==> config.mk <==
export PLATFORM = sky130hd
export DESIGN_NAME = vdisp_seq
export DESIGN_NICKNAME = d
export VERILOG_FILES = /design/src/rtl/vdisp_pkg.sv /design/src/rtl/vdisp_rast_cnt.sv /design/src/rtl/vdisp_sync_gen.sv /design/src/rtl/vdisp_field_ctl.sv /design/src/rtl/vdisp_seq.sv
export SDC_FILE = /design/constraint.sdc
export NUM_CORES = 1
export LEC_CHECK = 0
export ABC_AREA = 1
export BUFFER_PORTS_ARGS = -buffer_cell sky130_fd_sc_hd__buf_2
export CELL_PAD_IN_SITES_DETAIL_PLACEMENT = 1
export CELL_PAD_IN_SITES_GLOBAL_PLACEMENT = 1
export CORE_MARGIN = 8
export CORE_UTILIZATION = 39
export DETAILED_ROUTE_END_ITERATION = 6
export PLACE_DENSITY_LB_ADDON = 0.1
export SYNTH_ARGS = -nofsm -noshare
export SYNTH_HDL_FRONTEND = slang
export SYNTH_SLANG_ARGS = --single-unit
==> constraint.sdc <==
create_clock -name clk -period 5.25 [get_ports clk]
set_clock_uncertainty 0.2 [all_clocks]
set_input_delay 0.2625 -clock clk [delete_from_list [all_inputs] [get_ports clk]]
set_output_delay 0.2625 -clock clk [all_outputs]
set_load 0.01 [all_outputs]
==> src/rtl/vdisp_pkg.sv <==
package vdisp_pkg;
  typedef enum logic { FLD_ONE = 1'b0, FLD_TWO = 1'b1 } fld_e;
  localparam int ST_F1  = 0;
  localparam int ST_F2  = 1;
  localparam int ST_FRM = 2;
  localparam int ST_W   = 3;
endpackage

==> src/rtl/vdisp_rast_cnt.sv <==
module vdisp_rast_cnt #(
  parameter int CW = 12
) (
  input  logic          clk,
  input  logic          rst,
  input  logic          run,
  input  logic          div2,
  input  logic [CW-1:0] width,
  input  logic [CW-1:0] height,
  output logic [CW-1:0] pix,
  output logic [CW-1:0] line,
  output logic          eof
);
  logic ph;
  logic tick;

  assign tick = run && (!div2 || ph);
  assign eof  = tick && (pix >= width) && (line >= height);

  always_ff @(posedge clk) begin
    if (rst || !run) begin
      pix  <= '0;
      line <= '0;
      ph   <= 1'b0;
    end else begin
      ph <= div2 ? ~ph : 1'b0;
      if (tick) begin
        if (pix >= width) begin
          pix <= '0;
          if (line >= height) line <= '0;
          else                line <= line + 1'b1;
        end else begin
          pix <= pix + 1'b1;
        end
      end
    end
  end
endmodule

==> src/rtl/vdisp_sync_gen.sv <==
module vdisp_sync_gen #(
  parameter int CW = 12
) (
  input  logic          clk,
  input  logic          rst,
  input  logic          run,
  input  logic [CW-1:0] pix,
  input  logic [CW-1:0] line,
  input  logic [CW-1:0] hs_start,
  input  logic [CW-1:0] hs_len,
  output logic          hsync,
  output logic          vsync
);
  localparam int EW = CW + 1;
  logic [EW-1:0] hs_end;
  logic [EW-1:0] pix_x;

  assign hs_end = {1'b0, hs_start} + {1'b0, hs_len};
  assign pix_x  = {1'b0, pix};

  always_ff @(posedge clk) begin
    if (rst) begin
      hsync <= 1'b0;
      vsync <= 1'b0;
    end else begin
      hsync <= run && (pix >= hs_start) && (pix_x < hs_end);
      vsync <= run && (line == '0);
    end
  end
endmodule

==> src/rtl/vdisp_field_ctl.sv <==
module vdisp_field_ctl
  import vdisp_pkg::*;
#(
  parameter int CW = 12
) (
  input  logic            clk,
  input  logic            rst,
  input  logic            run,
  input  logic            blank,
  input  logic            frame_mode,
  input  logic            cont,
  input  logic            f1_en,
  input  logic            f2_en,
  input  logic            eof,
  input  logic [CW-1:0]   pix,
  input  logic [CW-1:0]   line,
  input  logic [CW-1:0]   f1_line,
  input  logic [CW-1:0]   f1_pix,
  input  logic [CW-1:0]   f2_line,
  input  logic [CW-1:0]   f2_pix,
  output logic [ST_W-1:0] done_set,
  output logic            active,
  output logic            field_id
);
  fld_e          cur_fld;
  fld_e          nxt_fld;
  logic          shown;
  logic          stopped;
  logic          done;
  logic          stop_set;
  logic          sel_nxt;
  logic          go;
  logic [CW-1:0] first_line;
  logic [CW-1:0] first_pix;

  always_comb begin
    nxt_fld  = (cur_fld == FLD_ONE) ? FLD_TWO : FLD_ONE;
    done     = eof && shown;
    stop_set = done && !cont && (!frame_mode || cur_fld == FLD_TWO);
    if (frame_mode) sel_nxt = (nxt_fld == FLD_ONE) || shown;
    else            sel_nxt = (nxt_fld == FLD_ONE) ? f1_en : f2_en;
    go = run && !blank && !stopped && !stop_set && sel_nxt;
    done_set             = '0;
    done_set[ST_F1]      = done && (cur_fld == FLD_ONE);
    done_set[ST_F2]      = done && (cur_fld == FLD_TWO);
    done_set[ST_FRM]     = done && frame_mode && (cur_fld == FLD_TWO);
    first_line = (cur_fld == FLD_ONE) ? f1_line : f2_line;
    first_pix  = (cur_fld == FLD_ONE) ? f1_pix  : f2_pix;
  end

  always_ff @(posedge clk) begin
    if (rst || !run) begin
      cur_fld <= FLD_ONE;
      shown   <= 1'b0;
      stopped <= 1'b0;
    end else begin
      if (blank) shown <= 1'b0;
      if (eof) begin
        cur_fld <= nxt_fld;
        shown   <= go;
      end
      if (stop_set) stopped <= 1'b1;
    end
  end

  always_ff @(posedge clk) begin
    if (rst) begin
      active   <= 1'b0;
      field_id <= 1'b0;
    end else begin
      active   <= shown && !blank && (line >= first_line) && (pix >= first_pix);
      field_id <= (cur_fld == FLD_TWO);
    end
  end
endmodule

==> src/rtl/vdisp_seq.sv <==
module vdisp_seq
  import vdisp_pkg::*;
#(
  parameter int CW = 12
) (
  input  logic            clk,
  input  logic            rst,
  input  logic            run,
  input  logic            blank,
  input  logic            frame_mode,
  input  logic            cont,
  input  logic            f1_en,
  input  logic            f2_en,
  input  logic            pix_div2,
  input  logic [CW-1:0]   cfg_width,
  input  logic [CW-1:0]   cfg_height,
  input  logic [CW-1:0]   hs_start,
  input  logic [CW-1:0]   hs_len,
  input  logic [CW-1:0]   f1_line,
  input  logic [CW-1:0]   f1_pix,
  input  logic [CW-1:0]   f2_line,
  input  logic [CW-1:0]   f2_pix,
  input  logic            irq_en,
  input  logic [ST_W-1:0] sts_clr,
  output logic [CW-1:0]   pix_cnt,
  output logic [CW-1:0]   line_cnt,
  output logic            hsync,
  output logic            vsync,
  output logic            field_id,
  output logic            active,
  output logic [ST_W-1:0] sts,
  output logic            sts_cmp,
  output logic            irq
);
  logic            eof;
  logic [ST_W-1:0] done_set;

  vdisp_rast_cnt #(.CW(CW)) cnt_i (
    .clk(clk), .rst(rst), .run(run), .div2(pix_div2),
    .width(cfg_width), .height(cfg_height),
    .pix(pix_cnt), .line(line_cnt), .eof(eof)
  );

  vdisp_sync_gen #(.CW(CW)) sync_i (
    .clk(clk), .rst(rst), .run(run), .pix(pix_cnt), .line(line_cnt),
    .hs_start(hs_start), .hs_len(hs_len), .hsync(hsync), .vsync(vsync)
  );

  vdisp_field_ctl #(.CW(CW)) fld_i (
    .clk(clk), .rst(rst), .run(run), .blank(blank),
    .frame_mode(frame_mode), .cont(cont), .f1_en(f1_en), .f2_en(f2_en),
    .eof(eof), .pix(pix_cnt), .line(line_cnt),
    .f1_line(f1_line), .f1_pix(f1_pix), .f2_line(f2_line), .f2_pix(f2_pix),
    .done_set(done_set), .active(active), .field_id(field_id)
  );

  for (genvar gi = 0; gi < ST_W; gi++) begin : g_sts
    always_ff @(posedge clk) begin
      if (rst)                  sts[gi] <= 1'b0;
      else if (done_set[gi])    sts[gi] <= 1'b1;
      else if (sts_clr[gi])     sts[gi] <= 1'b0;
    end
  end

  assign sts_cmp = |sts;

  always_ff @(posedge clk) begin
    if (rst) irq <= 1'b0;
    else     irq <= irq_en && sts_cmp;
  end
endmodule

* After elaboration in Yosys (flattened, before gate mapping) *
Cells that the tools add are included.

word-level totals
  bits in registers = 36
  word-level logic and storage cells = 81
  output and inout port bits = 33

cells by class
  bitwise operators = 3
  order comparisons = 6
  add/subtract/negate cells = 3
  multiplexer cells = 15
  reduce and logical (&&, ||, !) cells = 40

operators with widths
  kind                                           number
  greater-or-equal comparator 12 bit             5
  2-to-1 mux 12 bit                              4
  adder 12 x 1 -> 12 bit, second input constant  2
  logical AND 1 bit                              21
  adder 12 x 12 -> 13 bit                        1
  less-than comparator 12 x 13 -> 1 bit          1
  logical NOT 12 bit                             1
  2-to-1 mux 1 bit                               11
  nonzero test 2 bit                             4
  logical NOT 1 bit                              7
  logical OR 1 bit                               4
  inverter 1 bit                                 3
  OR reduction 3 bit                             1
  AND reduction 2 bit                            1
  OR reduction 2 bit                             1

* Longest topological paths before layout *
Gate-level depths: netlist of run 1.

  depth after elaboration = 12
  mapped depth = 18
  mapped depth without buffers = 18

* By module *
From an unflattened synthesis of run 1, not the netlist that was laid out.

second synthesis, totals
  cell total of the unflattened synthesis = 711
  area total of the unflattened synthesis = 4623.2 µm²

by module, submodules not included
  module           instances  seq. area each (µm²)  area an instance (µm²)  cells an instance
  vdisp_rast_cnt   1          500.5                 2088.3                  325
  vdisp_sync_gen   1          40.0                  1268.7                  209
  vdisp_field_ctl  1          100.1                 1109.8                  155
  vdisp_seq        1          80.1                  156.4                   22

* Worst setup path before layout of run 1 *
OpenSTA, ideal clock, no wires.

  path type = input to register
  start = input port hs_start[0]
  end = register sync_i.hsync
  library setup time = 0.070 ns
  cell stages on the path = 17
  setup slack = 2.668 ns
  arrival = 2.312 ns
  data required time = 4.980 ns
  path buffers = 0
  path through = ha_1 inv_1 fa_1 o21ai_0 a21oi_1 nor2_1 nor2_1 xor2_1 ha_1 a21oi_1 o21a_1 nand2_1 nand2_1 nand2_1 nand2_1 nand2_1 a21oi_1

on the way
  longest elaborated chain between the ends = 3

ends and longest elaborated chain
  what                                                                                  RTL line                                    source
  from (decl)                                                                           vdisp_seq.sv:17                             input logic [CW-1:0] hs_start,
  adder 12 x 12 -> 13 bit / greater-or-equal comparator 12 bit (equally long branches)  vdisp_sync_gen.sv:18, vdisp_sync_gen.sv:26
  less-than comparator 12 x 13 -> 1 bit / logical AND 1 bit (equally long branches)     vdisp_sync_gen.sv:26                        hsync <= run && (pix >= hs_start) && (pix_x < hs_end);
  logical AND 1 bit (*)                                                                 vdisp_sync_gen.sv:26
  to (signal assigned)                                                                  vdisp_sync_gen.sv:26
  to (decl)                                                                             vdisp_sync_gen.sv:11                        output logic hsync,

Every way passes the cells marked *; elsewhere a longest branch is shown, timed or not.
A chain may end at the register's enable or synchronous reset.

* Worst setup path in the final report of run 1 *
Ends and elaborated chain as after synthesis.

==> flow_metrics.py, run 1 <==
metrics = {
    "outcome": {
        "status": "finished clean",
    },
    "final_layout": {
        "layout-drive-gt1-share_pct": 23.06,
        "areaGrowthSynthToFinish_pct": 23.07,
        "stdcell_count": 886,
        "finalNetCount": 941,
        "n_fill_cell": 1476,
        "multi_input_area_mm2": 0.003080,
        "antenna_cells": 0,
        "regArea_um2": 720.7,
    },
    "global_route": {
        "grt_pass1_vias": 4835,
        "grt_max_degree": 29,
        "overflow": 0,
        "grt_usage_pct": 18.61,
        "grt_pass1_wl_mm": 22.40,
        "antenna_found_initial": 0,
    },
    "worst_setup_path": {
        "r2r_start": "cnt_i.pix[9]$_SDFFE_PP0P_",
        "crit_required_ns": 5.26,
        "crit_type": "in -> reg",
        "crit_fanout": 3,
        "cp-start-kind": "input port",
        "end_kind": "register",
        "startpoint": "hs_start[0]",
        "arrival_ns": 2.75,
    },
    "place": {
        "dp.cells": 877,
        "port_buffers": 141,
        "gp_congestion": 0.8534,
        "hpwlAfterDp_mm": 11.57,
    },
    "synthesis": {
        "seq_area_frac_synth_pct": 17.21,
        "syn_area_mm2": 0.004187,
        "yosysWarnings": 0,
        "syn_inst": 600,
        "yosys.area_share.simple_pct": 26.51,
        "synth_mux_area_share_pct": 5.260,
        "synthesis.nets": 796,
        "synth-seq-cells": 36,
        "ys_types": 38,
        "synth-xor-area-share_pct": 4.393,
        "synth_top_family_by_area": "simple AND/OR/NAND/NOR gates",
        "syn_avg_cell_area_um2": 6.978,
        "synth_compound_area_share_pct": 11.24,
        "synthAdderAreaFrac_pct": 26.18,
    },
    "route": {
        "vias": 4471,
        "drc": 0,
        "routedWlPerCell_um": 15.01,
        "ant_nets": 0,
        "drtIter0Drc": 117,
        "firstDrtPassIters": 4,
        "finalWirelength_mm": 13.30,
        "via_per_inst": 5.046,
    },
    "sta": {
        "final_hold_viol_count": 0,
        "fin_tns_setup_ns": 0,
        "slew_violations": 0,
        "slew_headroom_pct": 54.35,
        "post-route-min-period_ns": 2.739,
        "tightestPinTransition_ns": 0.6822,
        "clock.fmax_mhz": 365.1,
        "fin_crit_sh_pct": 52.18,
        "setup_violations": 0,
        "rsz0062_at_grt": "false",
    },
    "floorplan": {
        "die_area_mm2": 0.01431,
        "die_h_um": 119.6,
        "start_util_pct": 39.31,
        "core_area_mm2": 0.01065,
        "fp.dieW_um": 119.6,
        "num_io_pins": 142,
        "num_rows": 38,
    },
    "clock_network": {
        "clk_pin_slew_ns": 0.08,
        "ctsResizeCount": 0,
        "cts.sinks": 36,
        "clock_path_buffers": 2,
        "holdBufCountCts": 1,
        "cts_tree": "yes",
        "clock_latency_ns": 0.29,
        "post-cts-setup-buffer-count": 0,
        "cts_buffers": 5,
        "cts_htree_levels": 2,
        "cts_root_buffer": "clkbuf_8",
    },
    "power_and_ir_drop": {
        "leakage_uw": 0.002791,
        "vdd_drop_max_mv": 0.1497,
        "power.density_mw_per_mm2": 138.5,
    },
    "worst_hold_path": {
        "hp-start": "sts_clr[2]",
        "holdCritPathClass": "in -> reg",
    },
    "run": {
        "maxCapViolCount": 0,
    },
}
-- cell usage after synthesis --
cell type	instances	area, um2
buf_2	2	10.01
nand4_1	10	62.56
xnor2_1	6	52.55
buf_6	2	22.52
nand3b_1	2	15.01
nor2_1	54	202.7
a21oi_2	1	8.760
nand3_2	1	10.01
mux2i_1	22	220.2
o22ai_1	1	6.260
o21bai_1	2	15.01
o2111ai_1	1	8.760
xor2_1	15	131.4
dfxtp_1	36	720.7
nand2_2	6	37.54
inv_2	2	7.510
nand2_1	124	465.5
nand3_1	23	115.1
a21oi_1	55	275.3
nor2_2	7	43.79
buf_4	1	7.510
nand2_4	2	22.52
nor2_4	1	11.26
a211oi_1	1	7.510
nor4b_1	1	8.760
or2_4	1	8.760
nor3b_1	3	22.52
nor4_1	3	18.77
inv_1	90	337.8
o21a_1	2	15.01
a21o_1	1	7.510
o21ai_1	1	5.000
o21ai_0	21	105.1
nor3_1	11	55.05
fa_1	1	20.02
a21oi_4	1	16.27
ha_1	86	1076
nor3_2	1	10.01
-- state kept, by name (all words and copies together) (netlist names) --
| register | cells |
|---|---|
| sync_i.vsync | 1 |
| cnt_i.line | 12 |
| fld_i.field_id | 1 |
| sts | 3 |
| cnt_i.pix | 12 |
| irq | 1 |
| cnt_i.ph | 1 |
| fld_i.cur_fld | 1 |
| fld_i.active | 1 |
| fld_i.stopped | 1 |
| fld_i.shown | 1 |
| sync_i.hsync | 1 |
-- routing by layer --
metal  global-route usage (%)  vias up  part of all wire, %
met2                    36.99       89                   54
met5                        0        -                    0
met1                    19.58     2097                   41
met3                    4.180        8                  4.4
li1                         -     2277                    -
met4                    2.966        0                 0.89
-- path summary, 6_finish.rpt --
| kind | endpoint | slack, ns | cells past startpoint |
|---|---|---|---|
| worst max-delay path | sync_i.hsync$_SDFF_PP0_ | 2.51 | 16 |
| worst min-delay path | sts[2]$_SDFFE_PP0P_ | 0.03 | 4 |
| worst max register to register | cnt_i.line[4]$_SDFFE_PP0N_ | 2.53 | 12 |
| worst min register to register | fld_i.cur_fld$_SDFFE_PP0P_ | 0.26 | 1 |
-- logic make-up (layout without fill, tap and decap cells) --
kind of cell / count (synthesis) / after routing
adders and majority gates: 87 / 87
DFF: 36 / 36
muxes: 22 / 22
xor gates and xnor gates: 21 / 21
and+or+nand+nor: 250 / 250
buffers and inverters: 97 / 243
AOI/OAI and AO/OA: 87 / 87
-- layout by cell type (no fill, tap or decap), drive strengths merged, types with 12 or more instances in the layout --
master,instances
buf,142
nand2,132
inv,92
ha,86
nor2,62
a21oi,57
dfxtp,36
nand3,24
mux2i,22
o21ai,22
xor2,15
nor3,12
-- final cells by class --
cell class	instances	area share, %
timing repair buffer	143	14.04
inverter	92	6.702
clock inverter	2	0.6799
sequential	36	13.99
multi-input combinational	467	59.79
tap	140	3.400
clock buffer	6	1.408
-- stage by stage --
stage	hold slack [ns]	area, um2	utilization (%)	worst slack, ns	power [uW]
final	0.02581	5152	48.38	2.511	713.7
after global routing	0.02177	5152	48.38	2.254	760.6
after CTS	0.02228	5152	48.38	2.463	718.6
after detailed placement	0.2528	5035	47.27	2.261	475.8
after global placement	0.2334	5035	47.27	2.386	464.9
after floorplan	0.1316	4187	-	2.668	396.5
-- report_power, final --
part | internal [uW] | switching [uW] | total [uW] | leakage (uW)
registers | 274 | 1.88 | 276 | 0.000290
clock network | 141 | 104 | 245 | 0.0000552
logic | 86.9 | 105 | 192 | 0.00245
-- critical path, cell delays in order --
cell and delay, ns:
buf_2 0.10, ha_1 0.14, inv_1 0.07, fa_1 0.40, o21ai_0 0.42, a21oi_1 0.20, xor2_1 0.19, ha_1 0.32
a21oi_1 0.17, o21a_1 0.14, nand2_1 0.05, nand2_1 0.05, nand2_1 0.04, nand2_1 0.05, nand2_1 0.05, a21oi_1 0.11
No activity file was read; power rests on OpenSTA's default activity.
==> run 2, diff against run 1 <==
--- a/config.mk
+++ b/config.mk
@@ -10,7 +10,7 @@
 export CELL_PAD_IN_SITES_DETAIL_PLACEMENT = 1
 export CELL_PAD_IN_SITES_GLOBAL_PLACEMENT = 1
 export CORE_MARGIN = 8
-export CORE_UTILIZATION = 39
+export CORE_UTILIZATION = 36
 export DETAILED_ROUTE_END_ITERATION = 6
 export PLACE_DENSITY_LB_ADDON = 0.1
 export SYNTH_ARGS = -nofsm -noshare
==> constraint.sdc (replaced) <==
create_clock -name clk -period 2.8 [get_ports clk]
set_clock_uncertainty 0.2 [all_clocks]
set_input_delay 0.14 -clock clk [delete_from_list [all_inputs] [get_ports clk]]
set_output_delay 0.14 -clock clk [all_outputs]
set_load 0.01 [all_outputs]
==> run 2 against run 1 <==
- via count up 3.8%
- sequential share of layout area decreased by 0.91 points
- combinational power up 98%
- sequential power increased by 87%
- largest power group is now the clock network
- sequential cell count stayed put
- total power grew 120%
- critical path depth fell by 3
- global-route usage increased by 1.1 points
- highest routed layer unchanged
- final area is 7.0% higher
==> flow_metrics.py, run 2 (synthesized netlist as in run 1, its figures left out) <==
metrics = {
    "sta": {
        "post-route-min-period_ns": 2.682,
        "rsz0062_at_grt": "false",
        "final_hold_viol_count": 0,
        "worst_hold_slack_ns": 0.02307,
        "clock.fmax_mhz": 372.8,
        "setup_violations": 0,
        "slew_violations": 0,
        "fin_tns_setup_ns": 0,
        "timing.final.ws_setup_ns": 0.1175,
        "fin_crit_sh_pct": 95.80,
        "slew_headroom_pct": 70.62,
        "tightestPinTransition_ns": 0.4361,
    },
    "route": {
        "vias": 4639,
        "firstDrtPassIters": 4,
        "drtIter0Drc": 132,
        "finalWirelength_mm": 15.11,
        "drc": 0,
        "ant_nets": 0,
        "via_per_inst": 5.015,
        "routedWlPerCell_um": 16.33,
    },
    "final_layout": {
        "antenna_cells": 0,
        "areaGrowthSynthToFinish_pct": 31.68,
        "layout-drive-gt1-share_pct": 25.32,
        "final_common_cell": "buf_2",
        "reg_top3": "cnt_i.line x12, cnt_i.pix x12, sts x3",
        "utilization_pct": 48.49,
        "final_cell_mix": "buf_2, nand2_1, inv_1, ha_1, a21oi_1",
        "finalNetCount": 977,
    },
    "floorplan": {
        "num_io_pins": 142,
        "start_util_pct": 36.82,
        "core_area_mm2": 0.01137,
        "die_area_mm2": 0.01534,
        "die_h_um": 123.8,
        "num_rows": 39,
        "fp.dieW_um": 123.8,
    },
    "clock_network": {
        "cts_root_buffer": "clkbuf_16",
        "clock_latency_ns": 0.29,
        "cts_buffers": 5,
        "cts.sinks": 36,
        "cts_tree": "yes",
        "clock_path_buffers": 2,
        "clk_pin_slew_ns": 0.06,
        "cts_htree_levels": 2,
    },
    "global_route": {
        "grt_usage_pct": 19.72,
        "overflow": 0,
        "grt_pass1_wl_mm": 24.13,
        "grt_pass1_vias": 5162,
        "antenna_found_initial": 0,
        "grt_max_degree": 23,
    },
    "power_and_ir_drop": {
        "leakage_uw": 0.003006,
        "total_power_uw": 1546,
        "vdd_drop_max_mv": 0.2165,
        "power.density_mw_per_mm2": 280.4,
    },
    "run": {
        "maxCapViolCount": 0,
    },
    "worst_setup_path": {
        "arrival_ns": 2.71,
        "crit_required_ns": 2.82,
        "end_kind": "register",
        "cp-start-kind": "register",
        "crit_type": "reg -> reg",
        "crit_fanout": 5,
    },
    "place": {
        "gp_congestion": 0.8451,
        "port_buffers": 141,
        "pre_cts_ws_ns": 0.01591,
        "hpwlAfterDp_mm": 12.81,
    },
    "outcome": {
        "status": "finished clean",
    },
    "worst_hold_path": {
        "holdCritPathClass": "in -> reg",
    },
}
## run 2: layout make-up
cell class / count / area (um2)
Clock buffer: 6 / 128.9
Clock inverter: 2 / 35.03
Fill cell: 1550 / 5857
Inverter: 92 / 345.3
Multi-Input combinational cell: 467 / 3083
Sequential cell: 36 / 720.7
Tap cell: 143 / 178.9
Timing Repair Buffer: 179 / 1021
## run 2: metal layers
metal,global-route usage [%],vias to the layer above,part of all wire [%]
li1,-,2351,-
met1,20.14,2168,38
met2,39.63,96,55
met3,3.490,24,4.8
met4,5.418,0,2.1
met5,0,-,0
## run 2: path summary, 6_finish.rpt
| check | depth (start not counted) | slack [ns] | endpoint | from |
|---|---|---|---|---|
| worst min register to register | 2 | 0.30 | fld_i.stopped$_SDFFE_PP0P_ | fld_i.stopped$_SDFFE_PP0P_ |
| worst max-delay path | 13 | 0.12 | sts[1]$_SDFFE_PP0P_ | cnt_i.line[0]$_SDFFE_PP0N_ |
| worst max register to register | 13 | 0.12 | sts[1]$_SDFFE_PP0P_ | cnt_i.line[0]$_SDFFE_PP0N_ |
| worst min-delay path | 4 | 0.02 | cnt_i.pix[0]$_SDFFE_PP0P_ | run |
## run 2: critical path, stage by stage, from the launching register on
cell and delay [ns]:
dfxtp_1 0.33, inv_1 0.14, ha_1 0.31, nand2_1 0.05, nand3b_1 0.09, nand2_1 0.06, a21oi_1 0.20, inv_1 0.09
nand2_2 0.14, nand2_4 0.08, nor2_2 0.12, nand2_1 0.08, a21oi_1 0.13, dlygate4sd3_1 0.58
## run 2: report_power, final
part           internal (uW)  leakage, uW  switching (uW)  total (uW)
registers                515     0.000290            1.65         516
clock network            419    0.0000808             230         649
logic                    174      0.00264             206         380
## run 2: stage by stage
stage                     instances  cell area, um2
after floorplan                 600            4187
after global placement          904            5219
after detailed placement        904            5219
after CTS                       924            5503
after global routing            925            5513
final                           925            5513
## run 2: timing repair
item	CTS	global route
hold buffers	12	0
buffers inserted	0	1
resized for setup	0	1
hold endpoints to repair	9	0
endpoints found under the setup margin	0	2
==> run 3, diff against run 2 <==
--- a/config.mk
+++ b/config.mk
@@ -12,7 +12,9 @@
 export CORE_MARGIN = 8
 export CORE_UTILIZATION = 36
 export DETAILED_ROUTE_END_ITERATION = 6
+export GPL_TIMING_DRIVEN = 0
 export PLACE_DENSITY_LB_ADDON = 0.1
 export SYNTH_ARGS = -nofsm -noshare
 export SYNTH_HDL_FRONTEND = slang
 export SYNTH_SLANG_ARGS = --single-unit
+export TNS_END_PERCENT = 30
==> run 3 against run 2 <==
- total power increased by 1.7%
- non-clock buffer count shrank 23
- hold slack barely moved
- sequential cell count did not move
==> flow_metrics.py, run 3 (synthesized netlist as in run 1, its figures left out) <==
metrics = {
    "outcome": {
        "status": "finished clean",
    },
    "clock_network": {
        "cts_root_buffer": "clkbuf_16",
        "clock_path_buffers": 2,
        "cts.sinks": 36,
        "cts_htree_levels": 2,
        "cts_tree": "yes",
        "clk_pin_slew_ns": 0.06,
        "cts_buffers": 5,
        "clock_latency_ns": 0.28,
        "post-cts-setup-buffer-count": 0,
    },
    "sta": {
        "timing.final.ws_setup_ns": 0.1442,
        "setup_violations": 0,
        "fin_tns_setup_ns": 0,
        "worst_hold_slack_ns": 0.02347,
        "final_hold_viol_count": 0,
        "clock.fmax_mhz": 376.5,
        "fin_crit_sh_pct": 94.85,
        "tightestPinTransition_ns": 0.7649,
        "post-route-min-period_ns": 2.656,
        "slew_violations": 0,
        "slew_headroom_pct": 48.82,
        "rsz0062_at_grt": "false",
    },
    "power_and_ir_drop": {
        "power.density_mw_per_mm2": 292.8,
        "vdd_drop_max_mv": 0.2898,
        "leakage_uw": 0.002897,
    },
    "place": {
        "gp_congestion": 0.8459,
        "hpwlAfterDp_mm": 11.85,
        "dp.cells": 884,
        "port_buffers": 141,
        "pre_cts_ws_ns": -0.06540,
    },
    "worst_setup_path": {
        "r2r_setup_slack_ns": 0.14,
        "end_kind": "register",
        "crit_required_ns": 2.76,
        "path_cells": "ha_1 > nand2_1 > inv_1 > o21bai_1 > nand3_1 > nor2_2 > nor2_4 > nand4_1 > a21oi_1 > dlygate4sd3_1",
        "crit_buf_inv": 2,
        "cp_slowest_stage_delay_ns": 0.58,
        "arrival_ns": 2.62,
        "critPathSlowestCell": "dfxtp_1",
        "r2r_start": "cnt_i.line[9]$_SDFFE_PP0N_",
        "crit_fanout": 8,
        "r2r-end": "sts[2]$_SDFFE_PP0P_",
        "crit_type": "reg -> reg",
        "r2r_cells": 10,
        "cp-start-kind": "register",
        "critical-path-top-delay-family": "simple AND/OR/NAND/NOR gates",
    },
    "route": {
        "ant_nets": 0,
        "via_per_inst": 4.989,
        "drc": 0,
        "routedWlPerCell_um": 15.40,
        "drtIter0Drc": 132,
        "finalWirelength_mm": 13.89,
        "firstDrtPassIters": 4,
        "vias": 4500,
    },
    "worst_hold_path": {
        "hp-start": "run",
        "holdPathEnd": "cnt_i.pix[0]$_SDFFE_PP0P_",
        "whs_path_depth": 4,
        "holdCritPathClass": "in -> reg",
    },
    "final_layout": {
        "areaGrowthSynthToFinish_pct": 28.27,
        "finalNetCount": 954,
        "reg_top3": "cnt_i.line x12, cnt_i.pix x12, sts x3",
        "stdcell_count": 902,
        "final_cell_mix": "buf_2, nand2_1, inv_1, ha_1, a21oi_1",
        "layout-drive-gt1-share_pct": 24.37,
        "final_common_cell": "buf_2",
        "n_fill_cell": 1524,
        "utilization_pct": 47.23,
        "antenna_cells": 0,
    },
    "global_route": {
        "grt_usage_pct": 18.24,
        "grt_pass1_vias": 4866,
        "grt_pass1_wl_mm": 22.81,
        "grt_max_degree": 12,
        "overflow": 0,
        "antenna_found_initial": 0,
    },
    "floorplan": {
        "fp.dieW_um": 123.8,
        "core_area_mm2": 0.01137,
        "start_util_pct": 36.82,
        "die_h_um": 123.8,
        "num_io_pins": 142,
        "num_rows": 39,
        "die_area_mm2": 0.01534,
    },
    "run": {
        "maxCapViolCount": 0,
    },
}
## run 3: worst max path at each step
stage | from | end | slack [ns] | depth (start not counted)
2_1_floorplan | hs_start[0] | sync_i.hsync$_SDFF_PP0_ | 0.34 | 17
3_3_place_gp | hs_start[0] | sync_i.hsync$_SDFF_PP0_ | -0.08 | 16
3_5_place_dp | hs_start[0] | sync_i.hsync$_SDFF_PP0_ | -0.07 | 18
4_1_cts | cnt_i.line[7]$_SDFFE_PP0N_ | sts[2]$_SDFFE_PP0P_ | 0.02 | 12
5_1_grt | cnt_i.line[9]$_SDFFE_PP0N_ | sts[2]$_SDFFE_PP0P_ | 0.008 | 10
6_report | cnt_i.line[9]$_SDFFE_PP0N_ | sts[2]$_SDFFE_PP0P_ | 0.14 | 10
## run 3: stage by stage
stage          cell area [um2]  total power (uW)
2_1_floorplan             4187             743.3
3_3_place_gp              5071             871.9
3_5_place_dp              5071             891.4
4_1_cts                   5354              1582
5_1_grt                   5370              1659
6_report                  5370              1572
## run 3: worst min-delay path, stage by stage
cell and delay, ns:
buf_2 0.11, nand2_4 0.08, nand2_1 0.08, a21oi_2 0.04
## run 3: final cells by class
cell class | count | area (um2) | share of cell area (%)
clock inverter | 1 | 30.03 | 0.5592
inverter | 92 | 345.3 | 6.431
multi-input combinational | 467 | 3088 | 57.50
tap | 143 | 178.9 | 3.332
clock buffer | 7 | 152.6 | 2.842
buffer | 5 | 40.04 | 0.7456
timing repair buffer | 151 | 805.8 | 15.00
sequential | 36 | 729.5 | 13.58
## run 3: per-layer routing
metal	GRT usage, %	wire (um)	vias to the layer above
met1	20.32	5668	2108
met3	2.811	570	12
met5	0	0	-
met4	3.085	145	0
li1	-	-	2299
met2	35.73	7507	81
## run 3: where the power goes
| part | leakage (uW) | total, uW | switching (uW) | internal (uW) |
|---|---|---|---|---|
| Combinational | 0.00251 | 368 | 198 | 170 |
| Clock | 0.0000901 | 686 | 217 | 469 |
| Sequential | 0.000294 | 518 | 3.66 | 515 |
| Total | 0.00290 | 1570 | 419 | 1150 |
## run 3: what timing repair did
item,4_1_cts,5_1_grt
hold buffers,10,0
endpoints found under the setup margin,0,7
endpoints found under the hold margin,9,0
gates resized for setup,0,10
